**config.mk**
```make
export PLATFORM = sky130hd
export DESIGN_NAME = sym_path_ctrl
export DESIGN_NICKNAME = d
export VERILOG_FILES = /design/src/rtl/spc_pkg.sv /design/src/rtl/spc_rst_sync.sv /design/src/rtl/spc_ctrl_regs.sv /design/src/rtl/spc_selftest.sv /design/src/rtl/spc_sym_pack.sv /design/src/rtl/sym_path_ctrl.sv
export SDC_FILE = /design/constraint.sdc
export NUM_CORES = 1
export LEC_CHECK = 0
export ABC_AREA = 1
export BUFFER_PORTS_ARGS = -buffer_cell sky130_fd_sc_hd__buf_2
export CAP_MARGIN = 20
export CORE_MARGIN = 1.5
export CORE_UTILIZATION = 40
export DETAILED_ROUTE_END_ITERATION = 16
export PLACE_DENSITY = 0.66
export SETUP_SLACK_MARGIN = 0.3
export SKIP_LAST_GASP = 1
export SYNTH_ARGS = -nofsm -noshare
export SYNTH_HDL_FRONTEND = slang
export SYNTH_SLANG_ARGS = --single-unit
export TNS_END_PERCENT = 10
```
**constraint.sdc**
```tcl
create_clock -name clk -period 2.41 [get_ports clk]
set_input_delay 0.482 -clock clk [delete_from_list [all_inputs] [get_ports clk]]
set_output_delay 0.482 -clock clk [all_outputs]
set_load 0.1 [all_outputs]
```
**src/rtl/spc_pkg.sv**
```systemverilog
package spc_pkg;
  // control word layout
  localparam int CTRL_W    = 6;
  localparam int B_PBLOOP  = 0;
  localparam int B_FRLOOP  = 1;
  localparam int B_REMLOOP = 2;
  localparam int B_BYPASS  = 3;
  localparam int B_FILTER  = 4;
  localparam int B_SELFTST = 5;

  localparam int STATE_W = 3;
  localparam logic [STATE_W-1:0] ST_OFF   = 3'd0;
  localparam logic [STATE_W-1:0] ST_MAINT = 3'd1;

  typedef struct packed {
    logic selftest;
    logic filter;
    logic bypass;
    logic remote;
    logic fr_loop;
    logic pb_loop;
  } ctrl_t;
endpackage

```
**src/rtl/spc_rst_sync.sv**
```systemverilog
module spc_rst_sync #(
  parameter int STAGES = 2
) (
  input  logic clk,
  input  logic rst_n,
  output logic rst_sync_n
);
  logic [STAGES-1:0] chain_q;

  always_ff @(posedge clk or negedge rst_n) begin
    if (!rst_n) chain_q <= '0;
    else        chain_q <= {chain_q[STAGES-2:0], 1'b1};
  end

  assign rst_sync_n = chain_q[STAGES-1];
endmodule

```
**src/rtl/spc_ctrl_regs.sv**
```systemverilog
module spc_ctrl_regs
  import spc_pkg::*;
(
  input  logic               clk,
  input  logic               rst_sync_n,
  input  logic               wr_en,
  input  logic [CTRL_W-1:0]  wr_data,
  input  logic [STATE_W-1:0] mgmt_state,
  output ctrl_t              ctrl_q
);
  ctrl_t ctrl_d;
  logic  local_wr_ok;

  assign local_wr_ok = (mgmt_state == ST_OFF) || (mgmt_state == ST_MAINT);

  always_comb begin
    ctrl_d = ctrl_q;
    if (wr_en) begin
      ctrl_d.remote   = wr_data[B_REMLOOP];
      ctrl_d.bypass   = wr_data[B_BYPASS];
      ctrl_d.filter   = wr_data[B_FILTER];
      ctrl_d.selftest = wr_data[B_SELFTST];
      if (local_wr_ok) begin
        ctrl_d.pb_loop = wr_data[B_PBLOOP];
        ctrl_d.fr_loop = wr_data[B_FRLOOP];
      end
    end
  end

  always_ff @(posedge clk or negedge rst_sync_n) begin
    if (!rst_sync_n) ctrl_q <= '0;
    else if (wr_en)  ctrl_q <= ctrl_d;
  end
endmodule

```
**src/rtl/spc_selftest.sv**
```systemverilog
module spc_selftest (
  input  logic clk,
  input  logic rst_sync_n,
  input  logic start_bit,
  input  logic done_in,
  output logic active,
  output logic irq_q
);
  logic done_q, done_d, irq_d;

  assign active = start_bit && !done_q;

  always_comb begin
    irq_d  = active && done_in;
    done_d = done_q;
    if (!start_bit)  done_d = 1'b0;
    else if (irq_d)  done_d = 1'b1;
  end

  always_ff @(posedge clk or negedge rst_sync_n) begin
    if (!rst_sync_n) begin
      done_q <= 1'b0;
      irq_q  <= 1'b0;
    end else begin
      done_q <= done_d;
      irq_q  <= irq_d;
    end
  end
endmodule

```
**src/rtl/spc_sym_pack.sv**
```systemverilog
module spc_sym_pack #(
  parameter int SYM_W = 5,
  parameter int SYMS  = 2,
  localparam int PAIR_W = SYM_W * SYMS,
  localparam int CNT_W  = (SYMS > 1) ? $clog2(SYMS) : 1
) (
  input  logic              clk,
  input  logic              rst_sync_n,
  input  logic [SYM_W-1:0]  sym_in,
  output logic [PAIR_W-1:0] pair_q
);
  logic [SYMS-1:0][SYM_W-1:0] hist_q, hist_d;
  logic [CNT_W-1:0]           cnt_q, cnt_d;
  logic                       last;

  assign last = (cnt_q == CNT_W'(SYMS - 1));

  always_comb begin
    hist_d    = hist_q << SYM_W;
    hist_d[0] = sym_in;
    cnt_d     = last ? '0 : cnt_q + 1'b1;
  end

  always_ff @(posedge clk or negedge rst_sync_n) begin
    if (!rst_sync_n) begin
      hist_q <= '0;
      cnt_q  <= '0;
      pair_q <= '0;
    end else begin
      hist_q <= hist_d;
      cnt_q  <= cnt_d;
      if (last) pair_q <= hist_d;
    end
  end
endmodule

```
**src/rtl/sym_path_ctrl.sv**
```systemverilog
module sym_path_ctrl
  import spc_pkg::*;
#(
  parameter int SYM_W = 5,
  parameter int SYMS  = 2,
  localparam int PAIR_W = SYM_W * SYMS
) (
  input  logic               clk,
  input  logic               rst_n,
  input  logic               wr_en,
  input  logic [CTRL_W-1:0]  wr_data,
  input  logic [STATE_W-1:0] mgmt_state,
  input  logic               cfg_override,
  input  logic               cipher_loop,
  input  logic               scrub_req,
  input  logic               selftest_done,
  input  logic [PAIR_W-1:0]  tx_pair,
  input  logic [PAIR_W-1:0]  eb_pair,
  input  logic [SYM_W-1:0]   rx_line,
  output logic [PAIR_W-1:0]  rx_pair,
  output logic [PAIR_W-1:0]  tx_line,
  output logic [PAIR_W-1:0]  framer_data,
  output logic               clk_sel_local,
  output logic               filter_hold,
  output logic               selftest_run,
  output logic               selftest_irq
);
  localparam logic [PAIR_W-1:0] IDLE_PAIR = '1;

  logic              rst_sync_n;
  ctrl_t             ctrl_q;
  logic              st_active;
  logic [PAIR_W-1:0] line_pair;
  logic              lb_pb_q, lb_fr_q;
  logic              gate_on, byp_eff, fr_eff, rem_eff;
  logic [PAIR_W-1:0] rx_post;
  logic [PAIR_W-1:0] rx_pair_d, tx_line_d, framer_d;

  spc_rst_sync #(.STAGES(2)) u_rst (
    .clk(clk), .rst_n(rst_n), .rst_sync_n(rst_sync_n)
  );

  spc_ctrl_regs u_regs (
    .clk(clk), .rst_sync_n(rst_sync_n), .wr_en(wr_en),
    .wr_data(wr_data), .mgmt_state(mgmt_state), .ctrl_q(ctrl_q)
  );

  spc_selftest u_st (
    .clk(clk), .rst_sync_n(rst_sync_n), .start_bit(ctrl_q.selftest),
    .done_in(selftest_done), .active(st_active), .irq_q(selftest_irq)
  );

  spc_sym_pack #(.SYM_W(SYM_W), .SYMS(SYMS)) u_pack (
    .clk(clk), .rst_sync_n(rst_sync_n), .sym_in(rx_line), .pair_q(line_pair)
  );

  assign lb_pb_q = ctrl_q.pb_loop;
  assign lb_fr_q = ctrl_q.fr_loop;

  // path selection with fixed priority: post-buffer, framer, remote
  always_comb begin
    gate_on = (mgmt_state == ST_MAINT) || cfg_override;
    byp_eff = gate_on && ctrl_q.bypass;
    fr_eff  = !lb_pb_q && (lb_fr_q || st_active);
    rem_eff = gate_on && ctrl_q.remote && !lb_pb_q && !fr_eff && !cipher_loop;
    rx_post = lb_pb_q ? tx_pair : eb_pair;
  end

  always_comb begin
    if (byp_eff) rx_pair_d = scrub_req ? IDLE_PAIR : tx_pair;
    else         rx_pair_d = rx_post;
    tx_line_d = rem_eff ? rx_post : tx_pair;
    framer_d  = fr_eff ? tx_pair : line_pair;
  end

  always_ff @(posedge clk or negedge rst_sync_n) begin
    if (!rst_sync_n) begin
      rx_pair       <= '0;
      tx_line       <= '0;
      framer_data   <= '0;
      clk_sel_local <= 1'b0;
    end else begin
      rx_pair       <= rx_pair_d;
      tx_line       <= tx_line_d;
      framer_data   <= framer_d;
      clk_sel_local <= fr_eff;
    end
  end

  assign filter_hold  = ctrl_q.filter;
  assign selftest_run = st_active;
endmodule

```
==> impl_metrics.yaml <==
cts:
  cts_setup_buffers: 0
  clk_pin_slew_ps: 60
  cts_root_buf: "clkbuf_8"
  clock-sinks: 57
  clockBufferDepth: 2
  clk_latency_ps: 340
  cts_made_buffers: 9
  postCtsHoldBufs: 1
  cts-htree-levels: 3
  cts-resized-gates: 0
  cts_tree: "yes"
yosys:
  netlist_area_sq_um: 2290
  synth_edf_count: 0
  yosysWarnings: 0
  ys_types: 19
  synth_seq_cells: 57
  synth.net_count: 293
  netlist.area_leader.share_pct: 62.3
  yosys.cell_count.top_type: "nand2_1"
  ys_top_cells_by_area: "dfrtp_1, nand2_1, nand3_1, o21ai_1, inv_1"
  synth-main-ff-cell: "dfrtp_1"
  async_flop_share_pct: 100
  synth_cells: 252
  yosysSeqAreaShare_pct: 62.3
  yosysTopAreaCell: "dfrtp_1"
  synthTopCellsByCount: "nand2_1, dfrtp_1, nand3_1"
  avgSynthCellArea_sq_um: 9.08
placed_design:
  hpwlAfterDp_mm: 3.45
  io_buffers: 74
  gp_congestion: 0.840
  pre_cts_ws_ps: 781
  dpl.cell_count: 389
finish:
  nFillCells: 530
  final_nets: 370
  area_growth_syn_to_layout_pct: 30.6
  antenna_cells: 0
  instances_no_fill: 406
  drive_gt1_share_pct: 30.8
setup_path:
  path_class: "reg -> out"
  arrival_ps: 1290
  critPathCaptureType: "primary output"
  crit_path_max_fanout: 3
  critical_path.top_delay_family: "buffers and inverters"
  cp_cell_sequence: "inv_2 -> nand2_2 -> inv_1 -> buf_2"
  cp-start-kind: "flop"
  required_ps: 1930
  slowest_stage: "buf_2"
  max_stage_delay_ps: 410
  critPathBufInv: 3
floorplanning:
  coreArea_sq_um: 5510
  die_w_microns: 78.6
  num_rows: 27
  dieArea_sq_um: 6180
  ioPinCount: 75
  chipHeight_microns: 78.6
  floorplan.initialDensity_pct: 41.6
global_route:
  grt_max_degree: 30
  grt_pass1_vias: 1715
  grtUsageTotal_pct: 16.8
  grt_remaining_overflow: 0
  antenna_found_initial: 0
  grt_pass1_wl_mm: 7.75
power_and_ir_drop:
  p_clk_share_pct: 38.0
  p_seq_share_pct: 34.6
  net-switching-power_mw: 1.14
  powerDensity_nw_per_um2: 1060
  switching_share_pct: 36.0
  combPwrFrac_pct: 27.4
  p_int_mw: 2.04
  leakage_nw: 1.63
  ir_worst_vdd_uv: 458
route:
  first_pass_iters: 4
  vias: 1843
  drt_iter0_drc: 74
  ant_nets: 0
  wirelength_mm: 4.69
  viasPerCell: 4.54
  routedWlPerCell_microns: 11.5
  drc: 0
timing:
  rsz0062_at_grt: "no"
  finalHoldViolCount: 0
  setup_ws_ps: 639
  worst_pin_slew_ps: 645
  slew_viol_final: 0
  slew_headroom_pct: 57.0
  fin_tns_setup_ps: 0
  hold_ws_ps: 262
  fin_crit_sh_pct: 73.5
  period_needed_ps: 1770
  max_freq_mhz: 565
  setup_viol: 0
  fin_skew_ps: 6.00
worst_hold_path:
  min_path_type: "in -> reg"
run:
  cap_violations: 0
outcome:
  status: "completed"
==> power by group through the flow <==
stage | Combinational, mW | Sequential [mW] | Clock [mW]
after CTS | 0.877 | 1.10 | 1.24
after global routing | 0.922 | 1.11 | 1.28
after global placement | 0.868 | 1.12 | 0
after floorplan | 0.194 | 1.65 | 0
after detailed placement | 0.874 | 1.12 | 0
final | 0.873 | 1.10 | 1.21
==> final cells by class <==
| class | count | area [sq um] | share of cell area [%] |
|---|---|---|---|
| sequential | 57 | 1430 | 47.8 |
| multi-input combinational | 163 | 712 | 23.8 |
| timing repair buffer | 76 | 400 | 13.4 |
| clock buffer | 11 | 151 | 5.06 |
| clock inverter | 5 | 125 | 4.19 |
| tap | 72 | 90.1 | 3.01 |
| inverter | 22 | 82.6 | 2.76 |
==> worst paths after layout <==
path,startpoint,end,slack (ps),cells past startpoint
max,u_st.done_q,selftest_run,640,4
min,rx_line[1],u_pack.hist_d[6],260,1
max reg2reg,u_regs.ctrl_q[0],tx_line[7],1070,6
min reg2reg,u_rst.chain_q[1],u_regs.ctrl_q[4],300,0
max in group asynchronous,u_rst.chain_q[1],tx_line[0],1550,1
min in group asynchronous,u_rst.chain_q[1],u_regs.ctrl_q[4],300,0
==> flip-flops by register name, indices dropped and copies added, names as in the netlist <==
register / flops
u_regs.ctrl_q: 6
u_st.irq_q: 1
rx_pair: 10
clk_sel_local: 1
u_pack.hist_d: 5
u_pack.cnt_q: 1
u_pack.pair_q: 10
u_st.done_q: 1
u_rst.chain_q: 2
framer_data: 10
tx_line: 10
==> routing by layer <==
| layer | vias to the layer above | track usage (%) | part of all wire (%) |
|---|---|---|---|
| met1 | 829 | 20.3 | 43 |
| li1 | 936 | - | - |
| met3 | 12 | 5.23 | 6.7 |
| met4 | 0 | 10.0 | 2.8 |
| met5 | - | 0 | 0 |
| met2 | 66 | 26.4 | 47 |
==> metrics by stage <==
step                      power [mW]  util (%)  cell area (sq um)
after floorplan                 1.85         -               2290
after global placement          1.98      49.1               2700
after detailed placement        1.99      49.1               2700
after CTS                       3.22      54.3               2990
after global routing            3.32      54.3               2990
final                           3.18      54.3               2990
==> cells by family after synthesis <==
| family | count (synthesis) | share of synthesized area [%] |
|---|---|---|
| AOI/OAI and AO/OA | 24 | 5.25 |
| buffers and inverters | 32 | 6.56 |
| DFF | 57 | 62.3 |
| muxes | 3 | 1.48 |
| other | 1 | 0.164 |
| and+or+nand+nor | 135 | 24.2 |
==> cells in the final DEF (no fill, tap or decap), drive strengths merged <==
| master | instances |
|---|---|
| nand2 | 108 |
| buf | 75 |
| dfrtp | 57 |
| nand3 | 22 |
| inv | 21 |
| o21ai | 21 |
| clkbuf | 11 |
| nor2 | 5 |
| bufinv | 4 |
| a21oi | 3 |
| mux2 | 3 |
| clkinv | 2 |
| dlygate4sd3 | 1 |
| conb | 1 |
No activity file was read; power rests on OpenSTA's default activity.
